$ cat src/rtl/area_bus_pkg.sv
package area_bus_pkg;
  localparam int NUM_AREAS = 8;
  localparam int AREA_BITS = $clog2(NUM_AREAS);
  localparam int DATA_W    = 16;
  localparam int BYTE_W    = 8;
  localparam int STATE_W   = 2;

  typedef struct packed {
    logic [STATE_W-1:0] states;
    logic               byte_area;
    logic               two_cyc;
    logic               internal;
  } acc_plan_t;
endpackage

$ cat src/rtl/area_cfg_regs.sv
module area_cfg_regs
  import area_bus_pkg::*;
#(
  parameter int N = NUM_AREAS
) (
  input  logic         clk,
  input  logic         rst_n,
  input  logic         hw_stby,
  input  logic         sw_stby,
  input  logic         cfg_wr,
  input  logic         cfg_sel,
  input  logic [N-1:0] cfg_wdata,
  output logic [N-1:0] cfg_rdata,
  output logic [N-1:0] width_o,
  output logic [N-1:0] states_o
);
  logic [N-1:0] width_q, states_q;

  always_ff @(posedge clk or negedge rst_n) begin
    if (!rst_n) begin
      width_q  <= '1;
      states_q <= '1;
    end else if (hw_stby) begin
      width_q  <= '1;
      states_q <= '1;
    end else if (cfg_wr) begin
      if (cfg_sel) states_q <= cfg_wdata;
      else         width_q  <= cfg_wdata;
    end
  end

  assign cfg_rdata = cfg_sel ? states_q : width_q;
  assign width_o   = width_q;
  assign states_o  = states_q;

  // hardware standby reinitialises both registers
  a_r3_hwstby_init: assert property (@(posedge clk) disable iff (!rst_n)
    hw_stby |=> (width_q == '1 && states_q == '1));

  // software standby leaves register contents alone
  a_r4_swstby_hold: assert property (@(posedge clk) disable iff (!rst_n)
    (sw_stby && !cfg_wr && !hw_stby) |=> ($stable(width_q) && $stable(states_q)));
endmodule

$ cat src/rtl/area_access_plan.sv
module area_access_plan
  import area_bus_pkg::*;
#(
  parameter int N          = NUM_AREAS,
  parameter int FIX_STATES = 2
) (
  input  logic [AREA_BITS-1:0] area,
  input  logic                 req_internal,
  input  logic                 single_chip,
  input  logic                 req_wide,
  input  logic [N-1:0]         width,
  input  logic [N-1:0]         states,
  output acc_plan_t            plan
);
  logic [N-1:0] hit;

  for (genvar g = 0; g < N; g++) begin : g_area
    assign hit[g] = (area == AREA_BITS'(g));
  end

  logic is_int, narrow, slow;
  assign is_int = req_internal | single_chip;
  assign narrow = |(hit & width);
  assign slow   = |(hit & states);

  always_comb begin
    plan.internal  = is_int;
    plan.byte_area = !is_int && narrow;
    plan.two_cyc   = !is_int && narrow && req_wide;
    plan.states    = is_int ? STATE_W'(FIX_STATES)
                            : (slow ? STATE_W'(3) : STATE_W'(2));
  end
endmodule

$ cat src/rtl/area_cycle_fsm.sv
module area_cycle_fsm
  import area_bus_pkg::*;
#(
  parameter int ADDR_W = 24
) (
  input  logic              clk,
  input  logic              rst_n,
  input  logic              hw_stby,
  input  logic              sw_stby,
  input  logic              req_valid,
  output logic              req_ready,
  input  logic              req_write,
  input  logic              req_wide,
  input  logic [ADDR_W-1:0] req_addr,
  input  logic [DATA_W-1:0] req_wdata,
  input  acc_plan_t         plan,
  output logic              rsp_done,
  output logic [DATA_W-1:0] rsp_rdata,
  output logic [ADDR_W-1:0] bus_addr,
  output logic [DATA_W-1:0] bus_wdata,
  output logic              ext_rd,
  output logic              ext_wr,
  input  logic [DATA_W-1:0] ext_din,
  output logic              int_en,
  output logic              int_we,
  input  logic [DATA_W-1:0] int_rdata
);
  logic               busy, second, two_cyc, byte_area, is_int, wr, wide, done_q;
  logic [STATE_W-1:0] tcnt, lim;
  logic [ADDR_W-1:0]  addr_q;
  logic [DATA_W-1:0]  wdata_q, rdata_q, rd_result, src, dout;
  logic [BYTE_W-1:0]  hi_q, byte_in;
  logic               accept, last_state, final_cyc, strobe_ph;
  logic [ADDR_W-1:0]  base, cyc_addr;

  assign req_ready  = !busy && !sw_stby;
  assign accept     = req_valid && req_ready;
  assign last_state = (tcnt == lim);
  assign final_cyc  = !two_cyc || second;

  assign byte_in = ext_din[DATA_W-1 -: BYTE_W];
  assign src     = is_int ? int_rdata : ext_din;

  always_comb begin
    if (byte_area)
      rd_result = two_cyc ? {hi_q, byte_in} : {{BYTE_W{1'b0}}, byte_in};
    else if (wide)
      rd_result = src;
    else if (addr_q[0])
      rd_result = {{BYTE_W{1'b0}}, src[BYTE_W-1:0]};
    else
      rd_result = {{BYTE_W{1'b0}}, src[DATA_W-1 -: BYTE_W]};
  end

  assign base     = wide ? {addr_q[ADDR_W-1:1], 1'b0} : addr_q;
  assign cyc_addr = {base[ADDR_W-1:1], two_cyc ? second : base[0]};

  always_comb begin
    if (byte_area) begin
      if (two_cyc && !second) dout = {wdata_q[DATA_W-1 -: BYTE_W], {BYTE_W{1'b0}}};
      else                    dout = {wdata_q[BYTE_W-1:0], {BYTE_W{1'b0}}};
    end else if (wide) begin
      dout = wdata_q;
    end else if (addr_q[0]) begin
      dout = {{BYTE_W{1'b0}}, wdata_q[BYTE_W-1:0]};
    end else begin
      dout = {wdata_q[BYTE_W-1:0], {BYTE_W{1'b0}}};
    end
  end

  always_ff @(posedge clk or negedge rst_n) begin
    if (!rst_n) begin
      busy <= 1'b0; second <= 1'b0; two_cyc <= 1'b0; byte_area <= 1'b0;
      is_int <= 1'b0; wr <= 1'b0; wide <= 1'b0; done_q <= 1'b0;
      tcnt <= '0; lim <= '0; addr_q <= '0; wdata_q <= '0;
      rdata_q <= '0; hi_q <= '0;
    end else if (hw_stby) begin
      busy <= 1'b0; second <= 1'b0; done_q <= 1'b0; tcnt <= '0;
    end else begin
      done_q <= 1'b0;
      if (accept) begin
        busy      <= 1'b1;
        tcnt      <= STATE_W'(1);
        lim       <= plan.states;
        second    <= 1'b0;
        two_cyc   <= plan.two_cyc;
        byte_area <= plan.byte_area;
        is_int    <= plan.internal;
        wr        <= req_write;
        wide      <= req_wide;
        addr_q    <= req_addr;
        wdata_q   <= req_wdata;
      end else if (busy) begin
        if (last_state) begin
          if (!final_cyc) begin
            second <= 1'b1;
            tcnt   <= STATE_W'(1);
            hi_q   <= byte_in;
          end else begin
            busy    <= 1'b0;
            done_q  <= 1'b1;
            rdata_q <= wr ? '0 : rd_result;
          end
        end else begin
          tcnt <= tcnt + STATE_W'(1);
        end
      end
    end
  end

  assign strobe_ph = busy && (tcnt != STATE_W'(1));
  assign ext_rd    = strobe_ph && !is_int && !wr;
  assign ext_wr    = strobe_ph && !is_int && wr;
  assign int_en    = busy && is_int;
  assign int_we    = busy && is_int && wr;
  assign bus_addr  = busy ? cyc_addr : '0;
  assign bus_wdata = (busy && wr) ? (is_int ? wdata_q : dout) : '0;
  assign rsp_done  = done_q;
  assign rsp_rdata = rdata_q;

  // read and write strobes never overlap
  a_r9_strobe_excl: assert property (@(posedge clk) disable iff (!rst_n)
    !(ext_rd && ext_wr));
  // the first state of an access carries no strobe
  a_r9_first_state_quiet: assert property (@(posedge clk) disable iff (!rst_n)
    $rose(busy) |-> (!ext_rd && !ext_wr));
  // done lasts one clock
  a_r2_done_pulse: assert property (@(posedge clk) disable iff (!rst_n)
    rsp_done |=> !rsp_done);
  // internal accesses keep the external strobes low
  a_r6_int_quiet: assert property (@(posedge clk) disable iff (!rst_n)
    int_en |-> (!ext_rd && !ext_wr));
  // an idle port drives no access
  a_r10_idle_quiet: assert property (@(posedge clk) disable iff (!rst_n)
    req_ready |-> (!ext_rd && !ext_wr && !int_en));
  // software standby accepts nothing
  a_r4_no_accept: assert property (@(posedge clk) disable iff (!rst_n)
    sw_stby |-> !req_ready);
endmodule

$ cat src/rtl/area_bus_seq.sv
module area_bus_seq
  import area_bus_pkg::*;
#(
  parameter int ADDR_W     = 24,
  parameter int FIX_STATES = 2
) (
  input  logic              clk,
  input  logic              rst_n,
  input  logic              hw_stby,
  input  logic              sw_stby,
  input  logic              single_chip,
  input  logic              cfg_wr,
  input  logic              cfg_sel,
  input  logic [7:0]        cfg_wdata,
  output logic [7:0]        cfg_rdata,
  input  logic              req_valid,
  output logic              req_ready,
  input  logic              req_write,
  input  logic              req_wide,
  input  logic              req_internal,
  input  logic [ADDR_W-1:0] req_addr,
  input  logic [15:0]       req_wdata,
  output logic              rsp_done,
  output logic [15:0]       rsp_rdata,
  output logic [ADDR_W-1:0] bus_addr,
  output logic [15:0]       bus_wdata,
  output logic              ext_rd,
  output logic              ext_wr,
  input  logic [15:0]       ext_din,
  output logic              int_en,
  output logic              int_we,
  input  logic [15:0]       int_rdata
);
  logic [NUM_AREAS-1:0] width_v, states_v;
  acc_plan_t            plan;

  area_cfg_regs #(.N(NUM_AREAS)) i_regs (
    .clk(clk), .rst_n(rst_n), .hw_stby(hw_stby), .sw_stby(sw_stby),
    .cfg_wr(cfg_wr), .cfg_sel(cfg_sel), .cfg_wdata(cfg_wdata),
    .cfg_rdata(cfg_rdata), .width_o(width_v), .states_o(states_v)
  );

  area_access_plan #(.N(NUM_AREAS), .FIX_STATES(FIX_STATES)) i_plan (
    .area(req_addr[ADDR_W-1 -: AREA_BITS]), .req_internal(req_internal),
    .single_chip(single_chip), .req_wide(req_wide),
    .width(width_v), .states(states_v), .plan(plan)
  );

  area_cycle_fsm #(.ADDR_W(ADDR_W)) i_fsm (
    .clk(clk), .rst_n(rst_n), .hw_stby(hw_stby), .sw_stby(sw_stby),
    .req_valid(req_valid), .req_ready(req_ready), .req_write(req_write),
    .req_wide(req_wide), .req_addr(req_addr), .req_wdata(req_wdata),
    .plan(plan), .rsp_done(rsp_done), .rsp_rdata(rsp_rdata),
    .bus_addr(bus_addr), .bus_wdata(bus_wdata), .ext_rd(ext_rd),
    .ext_wr(ext_wr), .ext_din(ext_din), .int_en(int_en), .int_we(int_we),
    .int_rdata(int_rdata)
  );
endmodule

$ cat config.mk
export PLATFORM = sky130hd
export DESIGN_NAME = area_bus_seq
export DESIGN_NICKNAME = d
export VERILOG_FILES = /design/src/rtl/area_bus_pkg.sv /design/src/rtl/area_cfg_regs.sv /design/src/rtl/area_access_plan.sv /design/src/rtl/area_cycle_fsm.sv /design/src/rtl/area_bus_seq.sv
export SDC_FILE = /design/constraint.sdc
export NUM_CORES = 1
export LEC_CHECK = 0
export BUFFER_PORTS_ARGS = -buffer_cell sky130_fd_sc_hd__buf_2
export CAP_MARGIN = 25
export CORE_MARGIN = 4
export CORE_UTILIZATION = 50
export CTS_CLUSTER_SIZE = 24
export DETAILED_ROUTE_END_ITERATION = 6
export PLACE_DENSITY = 0.79
export SKIP_LAST_GASP = 1
export SYNTH_ARGS = -nofsm -noshare
export SYNTH_HDL_FRONTEND = slang
export SYNTH_SLANG_ARGS = --single-unit
$ cat constraint.sdc
create_clock -name clk -period 5.1 [get_ports clk]
set_clock_uncertainty 0.15 [all_clocks]
set_input_delay 1.02 -clock clk [delete_from_list [all_inputs] [get_ports clk]]
set_output_delay 1.02 -clock clk [all_outputs]
set_load 0.02 [all_outputs]
==> flow_summary_export.csv, run 1 <==
group,metric,value,unit
status,status,"complete, no violations",
clock_tree,max-clock-path-buffers,2,
timing,layout_setup_ws,1.21,ns
pwr,sw_frac_of_total,33.0,%
synthesis,ys_seq_area_share,48.3,%
finish,antenna_cells,0,
pwr,pwr-share-comb,23.5,%
synthesis,netlist_top_cells_area,"dfrtp_1, nand2_1, dfstp_2",
clock_tree,clk_pin_slew,0.10,ns
floorplan,row_count,35,
min_path,min_path_type,"reg -> reg",
floorplan,die_w,106,um
placed_design,io_buffers,160,
placed_design,pre_cts_ws,1.59,ns
clock_tree,htreeDepth,3,
clock_tree,cts_hold_buf,0,
timing,rsz0062_at_grt,"false",
routing,ant_nets,0,
timing,post-route-period-util,76.2,%
finish,fin_area,0.00585,mm^2
synthesis,synth_area,0.00481,mm^2
pwr,p_leak,0.00306,uW
global_route,overflow,0,
critical_path,cp.required,3.93,ns
synthesis,ys_top_cells_by_count,"nand2_1, dfrtp_1, and2_1",
critical_path,critPathKind,"reg -> out",
timing,fin_crit,3.89,ns
floorplan,start_util,51.8,%
timing,setup_tns,0,ns
routing,dr.pass1.iters,5,
synthesis,syn_inst,518,
clock_tree,clock_latency,0.35,ns
timing,setup_viol,0,
routing,viasPerCell,5.39,
timing,hold_violations,0,
routing,route.detailed.drc,0,
clock_tree,clock_sinks,92,
routing,drt_iter0_drc,213,
placed_design,gp_congestion,0.860,
critical_path,path_max_fanout,37,
critical_path,startpoint_type,"flip-flop",
clock_tree,cts_tree,"done",
clock_tree,numCtsBuffers,9,
pwr,p_int,1270,uW
clock_tree,root_buffer,"clkbuf_8",
synthesis,synth_flop_cell,"dfrtp_1",
timing,hold_ws,0.328,ns
floorplan,die-height,106,um
global_route,grt_max_degree,56,
placed_design,dp_hpwl,9.16,mm
clock_tree,ctsResizeCount,0,
routing,vias,4260,
finish,fin_nets,748,
synthesis,yosys.area.top_type,"dfrtp_1",
global_route,grt_pass1_vias,4126,
placed_design,place_area,0.00563,mm^2
timing,slew-limit-headroom,34.4,%
critical_path,end_kind,"output pin",
routing,wl_per_cell,16.1,um
floorplan,die-area,0.0112,mm^2
synthesis,async_flop_share,100,%
synthesis,synthMostInstantiatedCell,"nand2_1",
synthesis,syn-num-nets,610,
finish,area_delta_synth_final,21.6,%
timing,finalMaxSlewViolations,0,
pwr,p_per_area,325,mW/mm^2
synthesis,yosys_warnings,0,
pwr,clkPwrFrac,27.5,%
synthesis,synth-edff-count,0,
pwr,power,1900,uW
timing,tightest_slew,0.985,ns
global_route,grt_pass1_wl,20.7,mm
synthesis,synth_seq_cells,92,
timing,max_freq,0.257,GHz
synthesis,syn_avg_cell_area,9.28,um^2
synthesis,ys_types,52,
critical_path,arrival,2.72,ns
clock_tree,post_cts_buffers,0,
finish,final_layout_size_suffix_gt1_share,33.6,%
pwr,p_sw,628,uW
floorplan,coreArea,0.00928,mm^2
global_route,antenna_found_initial,0,
pwr,ir_worst_vdd,0.145,mV
global_route,grtUsageTotal,22.5,%
pwr,pwr-share-seq,48.9,%
floorplan,io_pins,161,
routing,routed_wl,12.7,mm
synthesis,netlist.area_leader.share,39.6,%
run,maxCapViolCount,0,
[path summary, 6_finish.rpt]
path | startpoint | to | slack, ns | cells after the start
hold / removal | i_fsm.addr_q[12]$_DFFE_PN0P_ | i_fsm.addr_q[12]$_DFFE_PN0P_ | 0.33 | 2
setup reg to reg | i_fsm.busy$_DFF_PN0_ | i_fsm.rsp_rdata[6]$_DFFE_PN0P_ | 2.42 | 5
min in group asynchronous | rst_n | i_fsm.wdata_q[6]$_DFFE_PN0P_ | 0.56 | 1
max in group asynchronous | rst_n | i_regs.width_o[5]$_DFFE_PN1P_ | 3.23 | 2
setup / recovery | i_fsm.busy$_DFF_PN0_ | bus_wdata[3] | 1.21 | 4
hold reg to reg | i_fsm.addr_q[12]$_DFFE_PN0P_ | i_fsm.addr_q[12]$_DFFE_PN0P_ | 0.33 | 2
[sequential cells by signal (all words and copies together), names as in the netlist, 2 cells and up]
name	flops
i_fsm.addr_q	24
i_fsm.hi_q	8
i_fsm.lim	2
i_fsm.rsp_rdata	16
i_fsm.tcnt	2
i_fsm.wdata_q	16
i_regs.states_o	8
i_regs.width_o	8
[power groups by stage]
stage | Sequential [uW] | Clock [uW] | Combinational, uW
final | 930 | 523 | 447
after global routing | 945 | 564 | 491
after CTS | 928 | 533 | 449
after detailed placement | 943 | 0 | 448
after global placement | 938 | 0 | 435
after floorplan | 920 | 0 | 301
[placed cells by master (no fill, tap or decap), drive strengths merged, types with 3 or more instances in the layout]
cell type / instances
buf: 162
a21oi: 9
o211ai: 5
and3: 11
and2: 33
or3: 5
nand2: 154
mux2: 18
nand3: 3
inv: 16
clkbuf: 10
a2bb2oi: 4
a221o: 5
nand2b: 4
nand3b: 9
dfrtp: 76
nor2: 17
a211o: 8
nor2b: 7
mux2i: 12
dfstp: 16
o2bb2ai: 24
o21ai: 18
a221oi: 4
a32oi: 8
[cell families after synthesis]
group	share of synthesized area [%]
AOI/OAI and AO/OA	15.0
xor gates and xnor gates	0.364
adders and majority gates	0.260
buffers and inverters	4.42
DFF	48.3
muxes	6.79
and+or+nand+nor	24.9
[final cells by class]
cell class / instances / area, um^2
multi-input cells: 378 / 2280
repair buffers: 162 / 818
inverters: 13 / 48.8
well taps: 129 / 161
clock inverters: 6 / 77.6
clock buffers: 10 / 138
flip-flops and latches: 92 / 2320
fillers: 813 / 3440
[critical path, cell delays in order, from the launching register on]
cell     delay, ns
dfrtp_1       1.00
nand2_1       0.45
a21oi_1       0.54
and2_1        0.21
buf_2         0.17
[per-stage QoR]
stage               util [%]  instances
floorplan                  -        518
global placement        60.7        774
detailed placement      60.7        774
CTS                     63.0        790
global route            63.0        790
finish                  63.0        790
[routing by layer]
metal / global-route usage [%] / vias to the layer above / part of all wire [%]
met5: 0 / - / 0
met4: 8.14 / 0 / 1.8
met3: 3.70 / 17 / 6.4
met2: 35.5 / 163 / 47
met1: 31.5 / 2031 / 45
li1: - / 2049 / -
No activity file was read; power rests on OpenSTA's default activity.
==> run 2: changes to the inputs <==
--- a/config.mk
+++ b/config.mk
@@ -5,6 +5,7 @@
 export SDC_FILE = /design/constraint.sdc
 export NUM_CORES = 1
 export LEC_CHECK = 0
+export ABC_AREA = 1
 export BUFFER_PORTS_ARGS = -buffer_cell sky130_fd_sc_hd__buf_2
 export CAP_MARGIN = 25
 export CORE_MARGIN = 4
==> constraint.sdc (replaced) <==
create_clock -name clk -period 4.1 [get_ports clk]
set_clock_uncertainty 0.15 [all_clocks]
set_input_delay 0.82 -clock clk [delete_from_list [all_inputs] [get_ports clk]]
set_output_delay 0.82 -clock clk [all_outputs]
set_load 0.02 [all_outputs]
==> run 2 against run 1 <==
Effect of this change:
- total power is 26% higher
- synthesized cell count grew 26%
- register-to-register slack got worse by 0.69 ns
- largest power group unchanged
- count of clock-buffer cells in the layout decreased by 1
- worst setup slack got worse by 0.42 ns
- clock power grew 29%
- combinational power is 28% higher
- worst hold slack worse by 0.12 ns
==> flow_summary_export.csv, run 2 <==
group,metric,value,unit
status,status,"complete, no violations",
finish,fillers,890,
clock_tree,cts_tree,"done",
timing,setup_tns,0,ns
routing,ant_nets,0,
clock_tree,numCtsBuffers,9,
global_route,overflow,0,
timing,tightest_slew,1.01,ns
routing,wl_per_cell,14.1,um
finish,multiInputGateArea,0.00213,mm^2
timing,slew-limit-headroom,31.9,%
global_route,antenna_found_initial,3,
routing,route.detailed.drc,0,
synthesis,ys_seq_area_share,48.1,%
floorplan,die-height,106,um
synthesis,netlist.area_leader.share,39.4,%
clock_tree,post_cts_buffers,0,
timing,setup_viol,0,
critical_path,path_max_fanout,24,
finish,regArea,0.00232,mm^2
timing,hold_violations,0,
routing,routed_wl,13.2,mm
timing,rsz0062_at_grt,"false",
synthesis,ys_top_cells_by_count,"nand2_1, dfrtp_1, inv_1",
timing,finalMaxSlewViolations,0,
global_route,grt_pass1_wl,21.6,mm
synthesis,netlist_top_cells_area,"dfrtp_1, nand2_1, dfstp_2",
routing,dr.pass1.iters,7,
routing,viasPerCell,5.15,
routing,vias,4793,
critical_path,end_kind,"output pin",
synthesis,syn_inst,652,
synthesis,synthMostInstantiatedCell,"nand2_1",
pwr,p_leak,0.00346,uW
critical_path,arrival,2.34,ns
placed_design,gp_congestion,0.914,
timing,post-route-period-util,80.8,%
synthesis,yosys.area.top_type,"dfrtp_1",
timing,hold_ws,0.212,ns
clock_tree,clock_sinks,92,
synthesis,synth-edff-count,0,
floorplan,row_count,35,
synthesis,yosys_warnings,0,
clock_tree,max-clock-path-buffers,2,
timing,max_freq,0.302,GHz
critical_path,critPathKind,"reg -> out",
placed_design,io_buffers,160,
min_path,min_path_type,"in -> async",
floorplan,coreArea,0.00933,mm^2
synthesis,synth_flop_cell,"dfrtp_1",
critical_path,startpoint_type,"flip-flop",
clock_tree,clk_pin_slew,0.09,ns
critical_path,regToRegStartpoint,"i_fsm.busy$_DFF_PN0_",
clock_tree,clock_latency,0.35,ns
floorplan,die_w,106,um
synthesis,syn_avg_cell_area,7.41,um^2
routing,drt_iter0_drc,336,
clock_tree,ctsResizeCount,0,
finish,final_layout_size_suffix_gt1_share,28.2,%
clock_tree,root_buffer,"clkbuf_8",
floorplan,start_util,51.8,%
finish,area_delta_synth_final,22.1,%
floorplan,io_pins,161,
placed_design,dp_hpwl,9.96,mm
floorplan,die-area,0.0113,mm^2
pwr,ir_worst_vdd,0.172,mV
critical_path,worstSetupStartpoint,"i_fsm.is_int$_DFFE_PN0P_",
clock_tree,cts_hold_buf,0,
timing,fin_crit,3.31,ns
pwr,p_per_area,407,mW/mm^2
finish,final_common_cell,"nand2_1",
finish,largest-register,"i_fsm.addr_q",
critical_path,cp.required,3.13,ns
finish,final_cell_mix,"nand2_1, buf_2, dfrtp_1",
global_route,grt_max_degree,51,
synthesis,syn-num-nets,744,
finish,largest_reg_flops,24,
global_route,grt_pass1_vias,4532,
synthesis,async_flop_share,100,%
finish,antenna_cells,0,
synthesis,ys_types,30,
run,maxCapViolCount,0,
clock_tree,htreeDepth,3,
global_route,grtUsageTotal,23.5,%
finish,fin_nets,889,
synthesis,synth_area,0.00483,mm^2
synthesis,synth_seq_cells,92,
[run 2: cell types whose count changed after synthesis, moves of 20 or more]
cell,before,now
and2_1,32,0
o2bb2ai_1,24,0
o21ai_0,17,50
nor2_1,16,36
inv_1,13,59
nand3_1,3,35
nand2_1,154,277
[run 2: worst paths after layout]
check                           slack [ns]  cells after the start                        endpoint
worst max register to register        1.73                      7        i_fsm.is_int$_DFFE_PN0P_
worst min-delay path                  0.21                      1    i_fsm.wdata_q[3]$_DFFE_PN0P_
max in group asynchronous             2.76                      2  i_regs.states_o[7]$_DFFE_PN1P_
min in group clk                      0.33                      2    i_fsm.addr_q[10]$_DFFE_PN0P_
worst min register to register        0.33                      2    i_fsm.addr_q[10]$_DFFE_PN0P_
worst max-delay path                  0.79                      5                    bus_wdata[9]
[run 2: layout make-up]
type / instances / area share (%)
sequential: 92 / 39.4
multi-input combinational: 469 / 36.1
timing repair buffer: 164 / 14.1
inverter: 61 / 3.88
tap: 129 / 2.74
clock buffer: 9 / 2.10
clock inverter: 7 / 1.68
[run 2: where the power goes]
group / internal [uW] / switching (uW) / total [uW]
clock network: 347 / 329 / 676
registers: 1050 / 106 / 1150
logic: 205 / 367 / 573
total: 1600 / 802 / 2400
[run 2: worst max-delay path, stage by stage (launching register included)]
cell and delay (ns):
dfrtp_1 0.57, inv_1 0.61, nand3_1 0.40, nand2_1 0.15, a21oi_1 0.08, buf_2 0.19
[run 2: cells by family (layout without fill, tap and decap cells)]
group                    after synthesis  after routing  share of synthesized area (%)
AO/OA/AOI/OAI                         69             69                           7.43
flip-flops                            92             92                           48.1
AND/OR/NAND/NOR                      397            397                           35.7
buffers and inverters                 91            241                           7.85
adder cells (fa/ha/maj)                1              1                          0.259
XOR/XNOR                               2              2                          0.673
[run 2: through the flow]
step                power (uW)  cells  instance area (um^2)  worst slack [ns]  utilization, %
floorplan                 1520    652                  4830              1.45               -
global placement          1720    915                  5680              1.30            60.9
detailed placement        1740    915                  5680              1.20            60.9
CTS                       2420    931                  5900             0.810            63.2
global route              2540    931                  5900             0.540            63.2
finish                    2400    931                  5900             0.787            63.2
[run 2: per-layer routing]
layer	wire (um)	vias up	track usage [%]
met5	28	-	0
met4	312	6	7.96
met3	1010	33	4.68
met2	6260	209	38.1
met1	5550	2221	31.6
li1	-	2324	-
==> run 3: changes to the inputs <==
==> constraint.sdc (replaced) <==
create_clock -name clk -period 3.2 [get_ports clk]
set_clock_uncertainty 0.15 [all_clocks]
set_input_delay 0.64 -clock clk [delete_from_list [all_inputs] [get_ports clk]]
set_output_delay 0.64 -clock clk [all_outputs]
set_load 0.02 [all_outputs]
==> run 3 against run 2 <==
Effect of this change:
- register-to-register slack worse by 0.44 ns
- cell count is 0.11% higher
- highest routed layer is now met4
- total power rose by 24%
- clock power is 12% higher
- utilization unchanged
- count of clock-buffer cells in the layout increased by 1
- global-route usage increased by 0.067 points
==> flow_summary_export.csv, run 3 (synthesized netlist as in run 2, its figures left out) <==
group,metric,value,unit
clock_tree,clk_pin_slew,0.10,ns
routing,drt_iter0_drc,242,
finish,antenna_cells,0,
timing,tightest_slew,1.01,ns
floorplan,io_pins,161,
clock_tree,cts_tree,"done",
finish,final_cell_mix,"nand2_1, buf_2, dfrtp_1",
critical_path,end_kind,"output pin",
timing,fin_crit,2.98,ns
placed_design,pre_cts_ws,0.541,ns
global_route,grt_pass1_vias,4616,
timing,setup_tns,0,ns
timing,layout_setup_ws,0.215,ns
floorplan,die-height,106,um
pwr,p_leak,0.00346,uW
global_route,grt_max_degree,48,
clock_tree,root_buffer,"clkbuf_8",
routing,dr.pass1.iters,5,
finish,area_delta_synth_final,22.1,%
routing,route.detailed.drc,0,
pwr,p_int,1930,uW
global_route,overflow,0,
placed_design,io_buffers,160,
floorplan,row_count,35,
routing,vias,4760,
pwr,sw_frac_of_total,35.3,%
critical_path,startpoint_type,"flip-flop",
run,maxCapViolCount,0,
clock_tree,cts_hold_buf,0,
timing,post-route-period-util,93.3,%
pwr,p_per_area,505,mW/mm^2
routing,viasPerCell,5.11,
clock_tree,post_cts_buffers,0,
floorplan,die_w,106,um
timing,hold_ws,0.127,ns
finish,largest_reg_flops,24,
timing,hold_violations,0,
global_route,antenna_found_initial,0,
pwr,clkPwrFrac,25.5,%
status,status,"complete, no violations",
clock_tree,max-clock-path-buffers,2,
finish,final_common_cell,"nand2_1",
critical_path,cp.required,2.41,ns
pwr,p_sw,1050,uW
pwr,pwr-share-seq,49.5,%
routing,ant_nets,0,
timing,rsz0062_at_grt,"false",
timing,max_freq,0.335,GHz
floorplan,coreArea,0.00933,mm^2
min_path,min_path_type,"in -> async",
finish,final_layout_size_suffix_gt1_share,28.4,%
critical_path,arrival,2.19,ns
timing,finalMaxSlewViolations,0,
critical_path,path_max_fanout,11,
finish,fin_nets,890,
global_route,grt_pass1_wl,21.5,mm
critical_path,critPathKind,"reg -> out",
clock_tree,htreeDepth,3,
placed_design,dp_hpwl,9.96,mm
timing,setup_viol,0,
floorplan,start_util,51.8,%
clock_tree,ctsResizeCount,0,
clock_tree,clock_sinks,92,
clock_tree,numCtsBuffers,9,
pwr,pwr-share-comb,25.0,%
routing,wl_per_cell,14.1,um
clock_tree,clock_latency,0.35,ns
placed_design,gp_congestion,0.898,
timing,slew-limit-headroom,32.1,%
pwr,power,2980,uW
finish,largest-register,"i_fsm.addr_q",
routing,routed_wl,13.1,mm
pwr,ir_worst_vdd,0.244,mV
global_route,grtUsageTotal,23.5,%
finish,fillers,886,
floorplan,die-area,0.0113,mm^2
-- run 3: worst paths after layout --
kind / from / slack [ns] / endpoint / cells past startpoint
max: i_fsm.two_cyc$_DFFE_PN0P_ / 0.22 / bus_wdata[11] / 7
min: rst_n / 0.13 / i_fsm.wdata_q[4]$_DFFE_PN0P_ / 1
max reg2reg: i_fsm.is_int$_DFFE_PN0P_ / 1.29 / i_fsm.rsp_rdata[3]$_DFFE_PN0P_ / 8
min reg2reg: i_fsm.addr_q[2]$_DFFE_PN0P_ / 0.33 / i_fsm.addr_q[2]$_DFFE_PN0P_ / 2
max in group asynchronous: rst_n / 2.02 / i_regs.states_o[7]$_DFFE_PN1P_ / 2
min in group clk: req_wdata[0] / 0.32 / i_fsm.wdata_q[0]$_DFFE_PN0P_ / 3
-- run 3: power by group through the flow --
stage | sequential (uW) | combinational, uW | clock (uW)
finish | 1470 | 744 | 760
global route | 1500 | 837 | 827
CTS | 1470 | 746 | 773
detailed placement | 1490 | 743 | 0
global placement | 1480 | 722 | 0
floorplan | 1490 | 463 | 0
-- run 3: cell type report --
type | instances | area (um^2) | area share (%)
clock buffer | 10 | 138 | 2.33
timing repair buffer | 165 | 853 | 14.5
sequential | 92 | 2320 | 39.4
multi-input combinational | 469 | 2140 | 36.2
tap | 129 | 161 | 2.74
clock inverter | 6 | 60.1 | 1.02
inverter | 61 | 229 | 3.88
-- run 3: worst max-delay path, cell delays in order, from the launching register on --
cell	delay [ns]
dfrtp_1	0.56
nand2_1	0.20
inv_1	0.13
nand2_1	0.22
nand3_2	0.25
nand2_1	0.10
a21oi_1	0.18
buf_2	0.20
-- run 3: layer usage --
layer  wire length [um]  up-vias  GRT usage (%)
met5                  0        -              0
met4                352        0           9.53
met3                980       34           4.86
met2               6340      210           38.6
met1               5460     2189           30.5
li1                   -     2327              -
-- run 3: stage by stage --
step                instance area (um^2)  utilization [%]  instances
floorplan                           4830                -        652
CTS                                 5890             63.2        932
finish                              5900             63.2        932
global route                        5900             63.2        932
global placement                    5700             61.1        916
detailed placement                  5700             61.1        916
